--- config.mk ---
export PLATFORM = sky130hd
export DESIGN_NAME = sys_addr_router
export DESIGN_NICKNAME = d
export VERILOG_FILES = /design/src/rtl/sys_addr_router.sv
export SDC_FILE = /design/constraint.sdc
export NUM_CORES = 1
export LEC_CHECK = 0
export CAP_MARGIN = 0
export CORE_UTILIZATION = 43
export CTS_CLUSTER_SIZE = 20
export DETAILED_ROUTE_END_ITERATION = 8
export GPL_TIMING_DRIVEN = 0
export PLACE_DENSITY_LB_ADDON = 0.15
export SLEW_MARGIN = 0
export SYNTH_ARGS = -nofsm -noshare
export SYNTH_HDL_FRONTEND = slang
export SYNTH_SLANG_ARGS = --single-unit
--- constraint.sdc ---
create_clock -name clk -period 7.25 [get_ports clk]
set_clock_uncertainty 0.15 [all_clocks]
set_input_delay 1.45 -clock clk [delete_from_list [all_inputs] [get_ports clk]]
set_output_delay 1.45 -clock clk [all_outputs]
set_load 0.005 [all_outputs]
--- src/rtl/sys_addr_router.sv ---
module sys_addr_router #(
  parameter int BANK_W = 3,
  localparam int WRAM_AW = BANK_W + 12
) (
  input  logic               clk,
  input  logic               rst_n,
  input  logic [15:0]        cpu_addr,
  input  logic               cpu_rd,
  input  logic               cpu_wr,
  input  logic [7:0]         cpu_wdata,
  output logic [7:0]         cpu_rdata,
  output logic               boot_sel,
  input  logic [7:0]         boot_rdata,
  output logic               cart_sel,
  input  logic [7:0]         cart_rdata,
  output logic               vid_sel,
  input  logic [7:0]         vid_rdata,
  output logic               wram_sel,
  output logic [WRAM_AW-1:0] wram_addr,
  input  logic [7:0]         wram_rdata,
  output logic               hram_sel,
  output logic [6:0]         hram_addr,
  input  logic [7:0]         hram_rdata,
  output logic               ser_sel,
  input  logic [7:0]         ser_rdata,
  output logic               tmr_sel,
  input  logic [7:0]         tmr_rdata,
  output logic               snd_sel,
  input  logic [7:0]         snd_rdata,
  output logic               dma_start,
  output logic [7:0]         irq_flags,
  output logic [7:0]         irq_enable,
  output logic [7:0]         key_select
);

  localparam logic [15:0] A_KEY  = 16'hFF00;
  localparam logic [15:0] A_IRQF = 16'hFF0F;
  localparam logic [15:0] A_DMA  = 16'hFF46;
  localparam logic [15:0] A_BOOT = 16'hFF50;
  localparam logic [15:0] A_BANK = 16'hFF70;
  localparam logic [15:0] A_IRQE = 16'hFFFF;

  logic              access;
  logic [7:0]        boot_off;
  logic [BANK_W-1:0] bank;
  logic [BANK_W-1:0] eff_bank;
  logic              in_low, boot_hit, cart_hit, vram_hit, oam_hit, vreg_hit;
  logic              wlo_hit, whi_hit, hram_hit, ser_hit, tmr_hit, snd_hit;
  logic              loc_hit;

  assign access   = cpu_rd | cpu_wr;
  assign in_low   = cpu_addr[15:8] == 8'h00;
  assign boot_hit = in_low & cpu_rd & (boot_off == 8'h00);
  assign cart_hit = (~cpu_addr[15] & ~boot_hit) | (cpu_addr[15:13] == 3'b101);
  assign vram_hit = cpu_addr[15:13] == 3'b100;
  assign oam_hit  = (cpu_addr[15:8] == 8'hFE) & (cpu_addr[7:0] <= 8'h9F);
  assign vreg_hit = (cpu_addr[15:4] == 12'hFF4) & (cpu_addr[3:0] <= 4'hB)
                    & ~(cpu_wr & (cpu_addr == A_DMA));
  assign wlo_hit  = (cpu_addr[15:12] == 4'hC) | (cpu_addr[15:12] == 4'hE);
  assign whi_hit  = cpu_addr[15:12] == 4'hD;
  assign hram_hit = (cpu_addr[15:7] == 9'h1FF) & (cpu_addr != A_IRQE);
  assign ser_hit  = (cpu_addr == 16'hFF01) | (cpu_addr == 16'hFF02);
  assign tmr_hit  = cpu_addr[15:2] == 14'h3FC1;
  assign snd_hit  = ((cpu_addr >= 16'hFF10) & (cpu_addr <= 16'hFF26))
                    | (cpu_addr[15:4] == 12'hFF3);
  assign loc_hit  = (cpu_addr == A_KEY) | (cpu_addr == A_IRQF) | (cpu_addr == A_BOOT)
                    | (cpu_addr == A_BANK) | (cpu_addr == A_IRQE);

  assign boot_sel = boot_hit;
  assign cart_sel = access & cart_hit;
  assign vid_sel  = access & (vram_hit | oam_hit | vreg_hit);
  assign wram_sel = access & (wlo_hit | whi_hit);
  assign hram_sel = access & hram_hit;
  assign ser_sel  = access & ser_hit;
  assign tmr_sel  = access & tmr_hit;
  assign snd_sel  = access & snd_hit;
  assign dma_start = cpu_wr & (cpu_addr == A_DMA);

  assign eff_bank  = (bank == '0) ? BANK_W'(1) : bank;
  assign wram_addr = whi_hit ? {eff_bank, cpu_addr[11:0]} : {{BANK_W{1'b0}}, cpu_addr[11:0]};
  assign hram_addr = cpu_addr[6:0];

  always_comb begin
    cpu_rdata = 8'hFF;
    if (cpu_rd) begin
      if (boot_sel)      cpu_rdata = boot_rdata;
      else if (cart_sel) cpu_rdata = cart_rdata;
      else if (vid_sel)  cpu_rdata = vid_rdata;
      else if (wram_sel) cpu_rdata = wram_rdata;
      else if (hram_sel) cpu_rdata = hram_rdata;
      else if (ser_sel)  cpu_rdata = ser_rdata;
      else if (tmr_sel)  cpu_rdata = tmr_rdata;
      else if (snd_sel)  cpu_rdata = snd_rdata;
      else if (loc_hit) begin
        case (cpu_addr)
          A_KEY:   cpu_rdata = key_select;
          A_IRQF:  cpu_rdata = irq_flags;
          A_BOOT:  cpu_rdata = boot_off;
          A_BANK:  cpu_rdata = 8'(bank);
          default: cpu_rdata = irq_enable;
        endcase
      end
    end
  end

  always_ff @(posedge clk or negedge rst_n) begin
    if (!rst_n) begin
      boot_off   <= '0;
      bank       <= '0;
      irq_flags  <= '0;
      irq_enable <= '0;
      key_select <= '0;
    end else if (cpu_wr) begin
      case (cpu_addr)
        A_KEY:   key_select <= cpu_wdata;
        A_IRQF:  irq_flags  <= cpu_wdata;
        A_BOOT:  boot_off   <= cpu_wdata;
        A_BANK:  bank       <= cpu_wdata[BANK_W-1:0];
        A_IRQE:  irq_enable <= cpu_wdata;
        default: ;
      endcase
    end
  end


  sel_onehot_chk: assert property (@(posedge clk) disable iff (!rst_n)
    $onehot0({boot_sel, cart_sel, vid_sel, wram_sel, hram_sel, ser_sel, tmr_sel, snd_sel}));


  sel_idle_chk: assert property (@(posedge clk) disable iff (!rst_n)
    !access |-> !(boot_sel | cart_sel | vid_sel | wram_sel | hram_sel | ser_sel | tmr_sel | snd_sel));


  dma_excl_chk: assert property (@(posedge clk) disable iff (!rst_n)
    dma_start |-> !vid_sel && !cart_sel && !wram_sel);


  boot_gate_chk: assert property (@(posedge clk) disable iff (!rst_n)
    boot_sel |-> cpu_rd && !cpu_wr && cpu_addr < 16'h0100);


  bank_nonzero_chk: assert property (@(posedge clk) disable iff (!rst_n)
    (wram_sel && cpu_addr[15:12] == 4'hD) |-> wram_addr[WRAM_AW-1:12] != '0);


  bank_load_chk: assert property (@(posedge clk) disable iff (!rst_n)
    (cpu_wr && cpu_addr == A_BANK) |=> bank == $past(cpu_wdata[BANK_W-1:0]));


  hole_write_chk: assert property (@(posedge clk) disable iff (!rst_n)
    (cpu_wr && !loc_hit) |=> $stable(irq_flags) && $stable(irq_enable) && $stable(key_select));

endmodule

==> qor.yml, run 1 <==
setup_path:
  crit_path_end_kind: "output pin"
  path_class: "in2out"
  cpMostUsedCell: "clkdlybuf4s50_1"
  crit_slowest_cell: "nor4_2"
  critPathBufInv: 2
  ff2ff_path_depth: 1
  r2r_slack_ps: 6270
  r2r-end: "boot_off[1]$_DFFE_PN0P_"
  worstPathArrival_ps: 4580
  cpLargestDelayFamily: "simple AND/OR/NAND/NOR gates"
  critical_path.max_stage_delay_ps: 600
  timing.critical_path.from_type: "input port"
  worstPathCellList: "clkdlybuf4s50_1 > nor4_2 > nand2_1 > nor4_1 > a222oi_1 > a211oi_1 > o22a_1 > clkdlybuf4s50_1"
  cp_data_required_time_ps: 5650
  regToRegStartpoint: "boot_off[1]$_DFFE_PN0P_"
  crit_fanout: 10
hold_path:
  hold-path-endpoint: "irq_enable[6]$_DFFE_PN0P_"
  min_from: "irq_enable[6]$_DFFE_PN0P_"
  worstHoldPathCells: 1
  holdCritPathClass: "reg2reg"
routing:
  ant_nets: 0
  drcViolationCount: 30
  via_per_inst: 5.87
  avgRoutedWirePerCell_um: 19.2
  first_pass_iters: 8
  drtIter0Drc: 266
  totalWireLength_um: 10700
  dr_total_vias: 3254
sta:
  worstMarginPinSlew_ps: 961
  setup_viol: 0
  layout_min_cycle_time_ps: 6180
  hold_viol: 0
  grt_setup_unrepaired: "false"
  relSlewSlack_pct: 35.5
  fmax_ghz: 0.162
  drv_slew: 0
  tns_ps: 0
  period_share_pct: 85.3
  hold_slack_ps: 375
global_routing:
  grt_max_degree: 36
  first_global_vias: 3186
  antenna_found_initial: 0
  grt_pass1_wl_um: 16700
  grt_usage_pct: 30.0
  overflow: 0
placed_design:
  place.gp.congestion: 0.904
  portBuffers: 150
  placed_cell_area_um2: 4490
  dp_hpwl_um: 8260
final_layout:
  post-route-cell-area_um2: 4620
  fill_cells: 514
  final_util_pct: 72.0
  area_delta_synth_final_pct: 59.7
  final_net_count: 568
  multi_input_area_um2: 1770
  antenna_cells: 0
  final_layout_size_suffix_gt1_share_pct: 17.2
  seqCellArea_um2: 876
clock_network:
  cts_buffers: 5
  htree_levels: 2
  cts_buffer_depth: 2
  root_buffer: "clkbuf_8"
  hold_buffers: 0
  clk_latency_ps: 290
  clk_pin_slew_ps: 70
  cts_setup_buffers: 0
  cts.sinks: 35
  cts-resized-gates: 0
  cts_tree: "built"
floorplanning:
  fp.dieH_um: 84.1
  die-area_um2: 7070
  ios: 155
  rows: 29
  core_um2: 6420
  die_w_um: 84.1
  start_util_pct: 45.1
flow_run:
  cap_violations: 0
power:
  p_per_area_nw_per_um2: 116
  p_leak_nw: 1.95
  ir_worst_vdd_mv: 0.194
logic_synthesis:
  syn-num-nets: 411
  ys_async_sr_fraction_pct: 100
  synthesis.area_um2: 2900
  synth_cell_types: 58
  ys_warn_count: 0
  ys_seq_area_share_pct: 30.3
  syn_inst: 319
  synth_edf_count: 0
  synth_area_per_cell_um2: 9.08
  ys_ff_latch: 35
  synthFlopType: "dfrtp_1"
status:
  status: "complete, but fails checks"
  violations: "DRC"
logic make-up after synthesis:
kind of cell              synth area share, %
muxes                                    15.0
xor gates and xnor gates                0.303
DFF                                      30.3
and+or+nand+nor                          26.9
AOI/OAI and AO/OA                        19.0
buffers and inverters                    8.56
layout by cell type, fill, tap and decap left out, types with 3 or more instances in the layout:
cell type        netlist  final
buf_2                  6      7
nand3_1               23     23
and4_1                 5      5
dfrtp_1               35     35
clkbuf_1              10     10
a22o_1                 5      5
inv_1                  6      6
clkbuf_8               0      5
o211ai_1               4      4
nor4b_1                4      4
o21ai_0                8      8
o31a_1                 3      3
nand2b_1               4      4
nor2_1                16     16
nand2_1               20     20
or3_1                  5      5
nor3_1                13     13
buf_4                 19     19
mux2_2                36     36
o2111ai_1              3      3
nand4_1                8      8
or4_1                  3      3
and2_1                 5      5
o32ai_1               10     10
nor4_1                 5      5
clkdlybuf4s50_1        0    149
mux2i_1                3      3
a21oi_1                9      9
and3_1                 4      4
a22oi_1                6      6
a222oi_1               4      4
worst max-delay path by stage:
stage	start	to	slack, ps	depth (start not counted)
2_1_floorplan	cpu_addr[4]	cpu_rdata[0]	2530	7
3_3_place_gp	cpu_addr[6]	cpu_rdata[6]	1160	8
3_5_place_dp	cpu_addr[6]	cpu_rdata[6]	1150	8
4_1_cts	cpu_addr[6]	cpu_rdata[6]	1150	8
5_1_grt	cpu_addr[6]	cpu_rdata[6]	900	8
6_report	cpu_addr[6]	cpu_rdata[6]	1070	8
stage by stage:
step / instances / power [mW] / setup slack [ps]
floorplan: 319 / 0.245 / 2530
detailed placement: 546 / 0.332 / 1150
global placement: 546 / 0.331 / 1160
finish: 554 / 0.539 / 1070
CTS: 554 / 0.539 / 1150
global route: 554 / 0.557 / 905
sequential cells by signal (all words and copies together), names as in the netlist:
register and cells:
boot_off 8, irq_enable 8, irq_flags 8, key_select 8, bank 3
cell usage after synthesis (6+ instances only):
cell	instances	share of area, %
mux2_2	36	14
dfrtp_1	35	30
nand3_1	23	4.0
nand2_1	20	2.6
buf_4	19	4.9
nor2_1	16	2.1
nor3_1	13	2.2
clkbuf_1	10	1.3
o32ai_1	10	3.0
a21oi_1	9	1.6
nand4_1	8	1.7
o21ai_0	8	1.4
a22oi_1	6	1.6
buf_2	6	1.0
inv_1	6	0.78
area by class of cell:
class                           instances  share of cell area (%)
Buffer                                 36                    4.79
Clock buffer                            5                    1.49
Clock inverter                          3                    1.46
Inverter                                7                   0.568
Multi-Input combinational cell        241                    38.3
Sequential cell                        35                    18.9
Tap cell                               77                    2.08
Timing Repair Buffer                  150                    32.4
layer usage:
layer  global-route usage [%]  share of wire, %
met5                        0                 0
met4                     5.64              0.96
met3                     5.14               7.3
met2                     53.3                49
met1                     38.4                42
report_power, final:
| part | total (mW) | switching (mW) | leakage [nW] | internal (mW) |
|---|---|---|---|---|
| Sequential | 0.195 | 0.0000651 | 0.489 | 0.195 |
| Combinational | 0.135 | 0.0535 | 1.39 | 0.0813 |
| Clock | 0.208 | 0.0714 | 0.0644 | 0.137 |
Power figures use the tool's default switching activity.
==> run 2, diff against run 1 <==
CTS_CLUSTER_DIAMETER = 30   (was unset)
==> results of run 2 <==
Final layout, timing and power as in run 1 (identical DEF).
